**config.mk**
```make
export PLATFORM = sky130hd
export DESIGN_NAME = lane_selftest_mapper
export DESIGN_NICKNAME = d
export VERILOG_FILES = /design/src/rtl/lst_pkg.sv /design/src/rtl/lst_seq_ctrl.sv /design/src/rtl/lst_lane_counter.sv /design/src/rtl/lst_map_reg.sv /design/src/rtl/lane_selftest_mapper.sv
export SDC_FILE = /design/constraint.sdc
export NUM_CORES = 1
export LEC_CHECK = 0
export BUFFER_PORTS_ARGS = -buffer_cell sky130_fd_sc_hd__buf_2
export CAP_MARGIN = 20
export CORE_MARGIN = 8
export CORE_UTILIZATION = 40
export DETAILED_ROUTE_END_ITERATION = 6
export PLACE_DENSITY_LB_ADDON = 0.2
export SYNTH_ARGS = -nofsm -noshare
export SYNTH_HDL_FRONTEND = slang
export SYNTH_SLANG_ARGS = --single-unit
```
**constraint.sdc**
```tcl
create_clock -name clk -period 11.4 [get_ports clk]
set_clock_uncertainty 0.15 [all_clocks]
set_input_delay 0.57 -clock clk [delete_from_list [all_inputs] [get_ports clk]]
set_output_delay 0.57 -clock clk [all_outputs]
set_load 0.02 [all_outputs]
```
**src/rtl/lst_pkg.sv**
```systemverilog
package lst_pkg;

    // Top-level sequencing states of the self-test.
    typedef enum logic [1:0] {
        ST_KICK = 2'd0,   // clear counters, arm both halves
        ST_RUN  = 2'd1,   // transmit and collect
        ST_DONE = 2'd2    // map captured, waiting for a rerun
    } lst_state_e;

    // Which pass a word belongs to.
    typedef enum logic {
        PH_ONES  = 1'b0,
        PH_ZEROS = 1'b1
    } lst_phase_e;

    // Control bundle from the sequencer to the lane datapath.
    typedef struct packed {
        logic       clear;    // zero every lane counter
        logic       accept;   // a strobed word is counted this cycle
        lst_phase_e rx_phase; // pass the counted word belongs to
        logic       finish;   // this accepted word is the last one
    } lst_ctrl_t;

    // Expected bit for a given pass.
    function automatic logic expected_bit(lst_phase_e ph);
        return (ph == PH_ONES);
    endfunction

endpackage

```
**src/rtl/lst_seq_ctrl.sv**
```systemverilog
module lst_seq_ctrl
    import lst_pkg::*;
#(
    parameter int REPS = 4
) (
    input  logic       clk,
    input  logic       rst,
    input  logic       start_i,
    input  logic       rx_strobe_i,
    output logic       tx_valid_o,
    output lst_phase_e tx_phase_o,
    output logic       done_o,
    output lst_ctrl_t  ctrl_o
);

    localparam int CNT_W = $clog2(2 * REPS + 1);
    localparam logic [CNT_W-1:0] HALF  = CNT_W'(REPS);
    localparam logic [CNT_W-1:0] TOTAL = CNT_W'(2 * REPS);
    localparam logic [CNT_W-1:0] LAST  = CNT_W'(2 * REPS - 1);

    lst_state_e       state_q, state_d;
    logic [CNT_W-1:0] tx_cnt_q, tx_cnt_d;
    logic [CNT_W-1:0] rx_cnt_q, rx_cnt_d;
    logic             accept;
    logic             finish;

    assign accept = (state_q == ST_RUN) && rx_strobe_i;
    assign finish = accept && (rx_cnt_q == LAST);

    always_comb begin
        state_d  = state_q;
        tx_cnt_d = tx_cnt_q;
        rx_cnt_d = rx_cnt_q;
        unique case (state_q)
            ST_KICK: begin
                tx_cnt_d = '0;
                rx_cnt_d = '0;
                state_d  = ST_RUN;
            end
            ST_RUN: begin
                if (tx_cnt_q < TOTAL) begin
                    tx_cnt_d = tx_cnt_q + 1'b1;
                end
                if (accept) begin
                    rx_cnt_d = rx_cnt_q + 1'b1;
                end
                if (finish) begin
                    state_d = ST_DONE;
                end
            end
            ST_DONE: begin
                if (start_i) begin
                    state_d = ST_KICK;
                end
            end
            default: state_d = ST_KICK;
        endcase
    end

    always_ff @(posedge clk) begin
        if (rst) begin
            state_q  <= ST_KICK;
            tx_cnt_q <= '0;
            rx_cnt_q <= '0;
        end else begin
            state_q  <= state_d;
            tx_cnt_q <= tx_cnt_d;
            rx_cnt_q <= rx_cnt_d;
        end
    end

    assign tx_valid_o = (state_q == ST_RUN) && (tx_cnt_q < TOTAL);
    assign tx_phase_o = (tx_cnt_q < HALF) ? PH_ONES : PH_ZEROS;
    assign done_o     = (state_q == ST_DONE);

    assign ctrl_o.clear    = (state_q == ST_KICK);
    assign ctrl_o.accept   = accept;
    assign ctrl_o.rx_phase = (rx_cnt_q < HALF) ? PH_ONES : PH_ZEROS;
    assign ctrl_o.finish   = finish;

endmodule

```
**src/rtl/lst_lane_counter.sv**
```systemverilog
module lst_lane_counter
    import lst_pkg::*;
#(
    parameter int REPS = 4
) (
    input  logic      clk,
    input  logic      rst,
    input  lst_ctrl_t ctrl_i,
    input  logic      rx_bit_i,
    output logic      verdict_o
);

    localparam int LC_W = $clog2(REPS + 1);
    localparam logic [LC_W-1:0] KMAX = LC_W'(REPS);

    logic [LC_W-1:0] ones_miss_q, ones_miss_d;
    logic [LC_W-1:0] zero_miss_q, zero_miss_d;
    logic            miss;

    assign miss = ctrl_i.accept && (rx_bit_i != expected_bit(ctrl_i.rx_phase));

    // Saturating per-pass mismatch counts.
    always_comb begin
        ones_miss_d = ones_miss_q;
        zero_miss_d = zero_miss_q;
        if (miss) begin
            if (ctrl_i.rx_phase == PH_ONES) begin
                if (ones_miss_q != KMAX) begin
                    ones_miss_d = ones_miss_q + 1'b1;
                end
            end else begin
                if (zero_miss_q != KMAX) begin
                    zero_miss_d = zero_miss_q + 1'b1;
                end
            end
        end
    end

    always_ff @(posedge clk) begin
        if (rst || ctrl_i.clear) begin
            ones_miss_q <= '0;
            zero_miss_q <= '0;
        end else begin
            ones_miss_q <= ones_miss_d;
            zero_miss_q <= zero_miss_d;
        end
    end

    // Verdict including the word accepted this cycle.
    assign verdict_o = (ones_miss_d == KMAX) || (zero_miss_d == KMAX);

endmodule

```
**src/rtl/lst_map_reg.sv**
```systemverilog
module lst_map_reg #(
    parameter int LANES = 32
) (
    input  logic             clk,
    input  logic             rst,
    input  logic             capture_i,
    input  logic [LANES-1:0] verdict_i,
    output logic [LANES-1:0] map_o,
    output logic             multi_o
);

    logic [1:0] seen;

    // Saturating count of flagged lanes: 0, 1, or 2 meaning "two or more".
    always_comb begin
        seen = 2'd0;
        for (int l = 0; l < LANES; l++) begin
            if (verdict_i[l] && (seen != 2'd2)) begin
                seen = seen + 2'd1;
            end
        end
    end

    always_ff @(posedge clk) begin
        if (rst) begin
            map_o   <= '0;
            multi_o <= 1'b0;
        end else if (capture_i) begin
            map_o   <= verdict_i;
            multi_o <= (seen == 2'd2);
        end
    end

endmodule

```
**src/rtl/lane_selftest_mapper.sv**
```systemverilog
module lane_selftest_mapper
    import lst_pkg::*;
#(
    parameter int LANES = 32,
    parameter int REPS  = 4
) (
    input  logic             clk,
    input  logic             rst,
    input  logic             start_i,
    output logic             tx_valid_o,
    output logic [LANES-1:0] tx_lanes_o,
    input  logic             rx_strobe_i,
    input  logic [LANES-1:0] rx_lanes_i,
    output logic             done_o,
    output logic [LANES-1:0] defect_map_o,
    output logic             multi_defect_o
);

    lst_ctrl_t        ctrl;
    lst_phase_e       tx_phase;
    logic [LANES-1:0] verdict;

    lst_seq_ctrl #(.REPS(REPS)) u_seq (
        .clk         (clk),
        .rst         (rst),
        .start_i     (start_i),
        .rx_strobe_i (rx_strobe_i),
        .tx_valid_o  (tx_valid_o),
        .tx_phase_o  (tx_phase),
        .done_o      (done_o),
        .ctrl_o      (ctrl)
    );

    assign tx_lanes_o = tx_valid_o ? {LANES{expected_bit(tx_phase)}} : '0;

    for (genvar g = 0; g < LANES; g++) begin : g_lane
        lst_lane_counter #(.REPS(REPS)) u_cnt (
            .clk       (clk),
            .rst       (rst),
            .ctrl_i    (ctrl),
            .rx_bit_i  (rx_lanes_i[g]),
            .verdict_o (verdict[g])
        );
    end

    lst_map_reg #(.LANES(LANES)) u_map (
        .clk       (clk),
        .rst       (rst),
        .capture_i (ctrl.finish),
        .verdict_i (verdict),
        .map_o     (defect_map_o),
        .multi_o   (multi_defect_o)
    );

endmodule

```
==> metrics.cfg <==
[yosys]
synth_ff_type = dfxtp_1
synth-edff-count = 0
netlist_instances = 1947
syn_area_sq_um = 15600
avgSynthCellArea_sq_um = 8.02
async_flop_share_pct = 0
synth_nets = 2117
ys_ff_latch = 235
synth_cell_type_count = 95
ys_seq_area_share_pct = 30.1
ys.warnings.count = 0

[sta]
finalMaxSlewViolations = 0
hold_viol_final = 0
worst_pin_slew_ns = 1.01
setup_violations = 0
rsz0062_at_grt = false
fin_tns_setup_ns = 0
maxSlewHeadroom_pct = 32.5
fin_crit_sh_pct = 89.8
max_freq_ghz = 0.0976
final.setup.worst_slack_ns = 1.16
period_minus_slack_ns = 10.24

[setup_path]
crit_path_start_kind = register
crit_fanout = 17
worstSetupEndpointType = register
arrival_ns = 10.57
r2r_cells = 40
r2r_setup_slack_ns = 1.16
critPathKind = reg -> reg
cpMaxStageDelayCell = o21ai_1
max_stage_delay_ns = 0.67
required_ns = 11.72
path_buf_inv = 4
crit_top_cell = ha_1
path_delay_family = simple AND/OR/NAND/NOR gates
reg2reg_from = u_seq.state_q[1]$_SDFFE_PP0P_
r2r-end = u_map.multi_o$_SDFFE_PP0P_

[floorplanning]
placementRows = 72
core-area_sq_um = 38600
dieHeight_microns = 214
die_w_microns = 214
start_util_pct = 40.5
io_pins = 103
die-area_sq_um = 45600

[grt]
overflow = 0
grt_usage_pct = 15.8
grt_pass1_wl_mm = 60.4
antenna_found_initial = 2
grt_pass1_vias = 12600
grt_max_degree = 73

[cells_and_area]
num_antenna_cells = 0
drive_gt1_share_pct = 10.6
regArea_sq_um = 4700
num-fill-cells = 3831
final_cell_mix = nor2_1, dfxtp_1, inv_1
multi_input_area_sq_um = 9760
layout_commonest_cell = nor2_1
nets = 2157
finalInstanceArea_sq_um = 17400
layout.cells.non_filler = 2526
area_delta_synth_final_pct = 11.5

[clock_tree]
htree_levels = 1
root_buffer = clkbuf_16
cts_resized = 0
clockBufferDepth = 3
ctsHoldBuffers = 0
clock_latency_ns = 0.55
post_cts_buffers = 0
cts.sinks = 235
tritoncts = yes
clk_pin_slew_ns = 0.06
cts_buffers = 29

[run_status]
status = completed

[drt]
vias = 13200
finalWirelength_mm = 36.4
antenna_left = 0
drtIter0Drc = 726
drc = 0
wl_per_cell_microns = 14.4
drt_first_pass_iters = 6
route.detailed.vias_per_inst = 5.24

[pwr]
finalPower_mw = 1.95
total_leakage_power_nw = 6.87
power_density_nw_per_um2 = 112
ir_worst_vdd_mv = 0.101

[placed_design]
placed_cells = 2474
post_dp_cell_area_sq_um = 16300
io_buffers = 102
globalplace.congestion = 0.844
place_hpwl_mm = 25.8
post-place-ws_ns = 1.19

[hold_path]
hold_depth = 3
holdCritPathClass = in -> reg
min_from = start_i
hold_end = u_seq.state_q[1]$_SDFFE_PP0P_

[run]
maxCapViolCount = 0

cell usage after synthesis (all sizes together) (7+ instances only):
master / n / area [sq um]
o22ai: 20 / 125
ha: 134 / 1680
a31oi: 22 / 144
nand3: 58 / 295
o311ai: 16 / 140
xnor2: 69 / 604
buf: 48 / 325
nor3b: 14 / 110
a311oi: 7 / 61.3
nand2b: 51 / 319
mux2: 10 / 113
a211oi: 50 / 390
a211o: 7 / 61.3
a21oi: 69 / 345
nor4: 7 / 71.3
a22oi: 13 / 103
inv: 165 / 619
o21ai: 64 / 324
xor2: 8 / 70.1
nor3: 40 / 211
nand2: 156 / 586
clkbuf: 57 / 214
or2: 9 / 56.3
nand4: 22 / 138
and2: 21 / 131
and3: 7 / 43.8
nor2: 299 / 1120
a32oi: 7 / 61.3
nor2b: 24 / 150
mux2i: 117 / 1170
dfxtp: 235 / 4700
sequential cells by signal (all words and copies together) (netlist names):
name,count
g_lane.u_cnt.ones_miss_q,96
u_seq.state_q,2
u_seq.rx_cnt_q,4
u_map.map_o,32
g_lane.u_cnt.zero_miss_q,96
u_map.multi_o,1
u_seq.tx_cnt_q,4
area by class of cell:
| class | count | share of cell area (%) |
|---|---|---|
| tap | 518 | 3.72 |
| inverter | 165 | 3.56 |
| multi-input combinational | 1442 | 56.1 |
| sequential | 235 | 27.0 |
| clock buffer | 37 | 4.63 |
| timing repair buffer | 114 | 3.45 |
| clock inverter | 15 | 1.52 |
worst max path at each step:
stage / cells after the start / from / to / slack (ns)
after floorplan: 44 / rx_strobe_i / u_map.multi_o$_SDFFE_PP0P_ / 2.28
after global placement: 40 / rx_strobe_i / u_map.multi_o$_SDFFE_PP0P_ / 1.48
after detailed placement: 40 / rx_strobe_i / u_map.multi_o$_SDFFE_PP0P_ / 1.19
after CTS: 40 / u_seq.state_q[1]$_SDFFE_PP0P_ / u_map.multi_o$_SDFFE_PP0P_ / 1.29
after global routing: 40 / u_seq.state_q[1]$_SDFFE_PP0P_ / u_map.multi_o$_SDFFE_PP0P_ / 0.34
final: 40 / u_seq.state_q[1]$_SDFFE_PP0P_ / u_map.multi_o$_SDFFE_PP0P_ / 1.16
per-layer routing:
layer  up-vias  part of all wire, %  track usage, %
met5         -                0.066               0
met2       213                   45            26.9
li1       6822                    -               -
met3        50                  5.3            2.59
met4         4                  1.8            4.16
met1      6158                   47            20.5
stage by stage:
stage               hold WS [ns]  util, %
finish                     0.162     45.1
global route               0.177     45.1
CTS                        0.134     45.1
detailed placement         0.330     42.4
global placement           0.324     42.4
floorplan                  0.309        -
logic make-up after synthesis:
| group | share of synthesized area (%) |
|---|---|
| AND/OR/NAND/NOR | 22.7 |
| AO/OA/AOI/OAI | 16.4 |
| buffers and inverters | 7.42 |
| flip-flops | 30.1 |
| adder cells (fa/ha/maj) | 10.8 |
| multiplexers | 8.25 |
| XOR/XNOR | 4.32 |
worst reg2reg max path, delay by kind of cell, from the launching register on:
kind / cells / cell delay, ns
AOI/OAI and AO/OA: 15 / 3.50
and+or+nand+nor: 14 / 3.81
buffers and inverters: 4 / 0.49
adders and majority gates: 4 / 1.03
xor gates and xnor gates: 2 / 0.42
muxes: 1 / 0.13
DFF: 1 / 0.64
power by group:
group          leakage [nW]  switching (mW)  internal (mW)
logic                  4.46          0.0647         0.0283
registers              1.89         0.00425          0.825
clock network         0.516           0.377          0.655
Note: power is estimated with default switching activity, not from simulation.
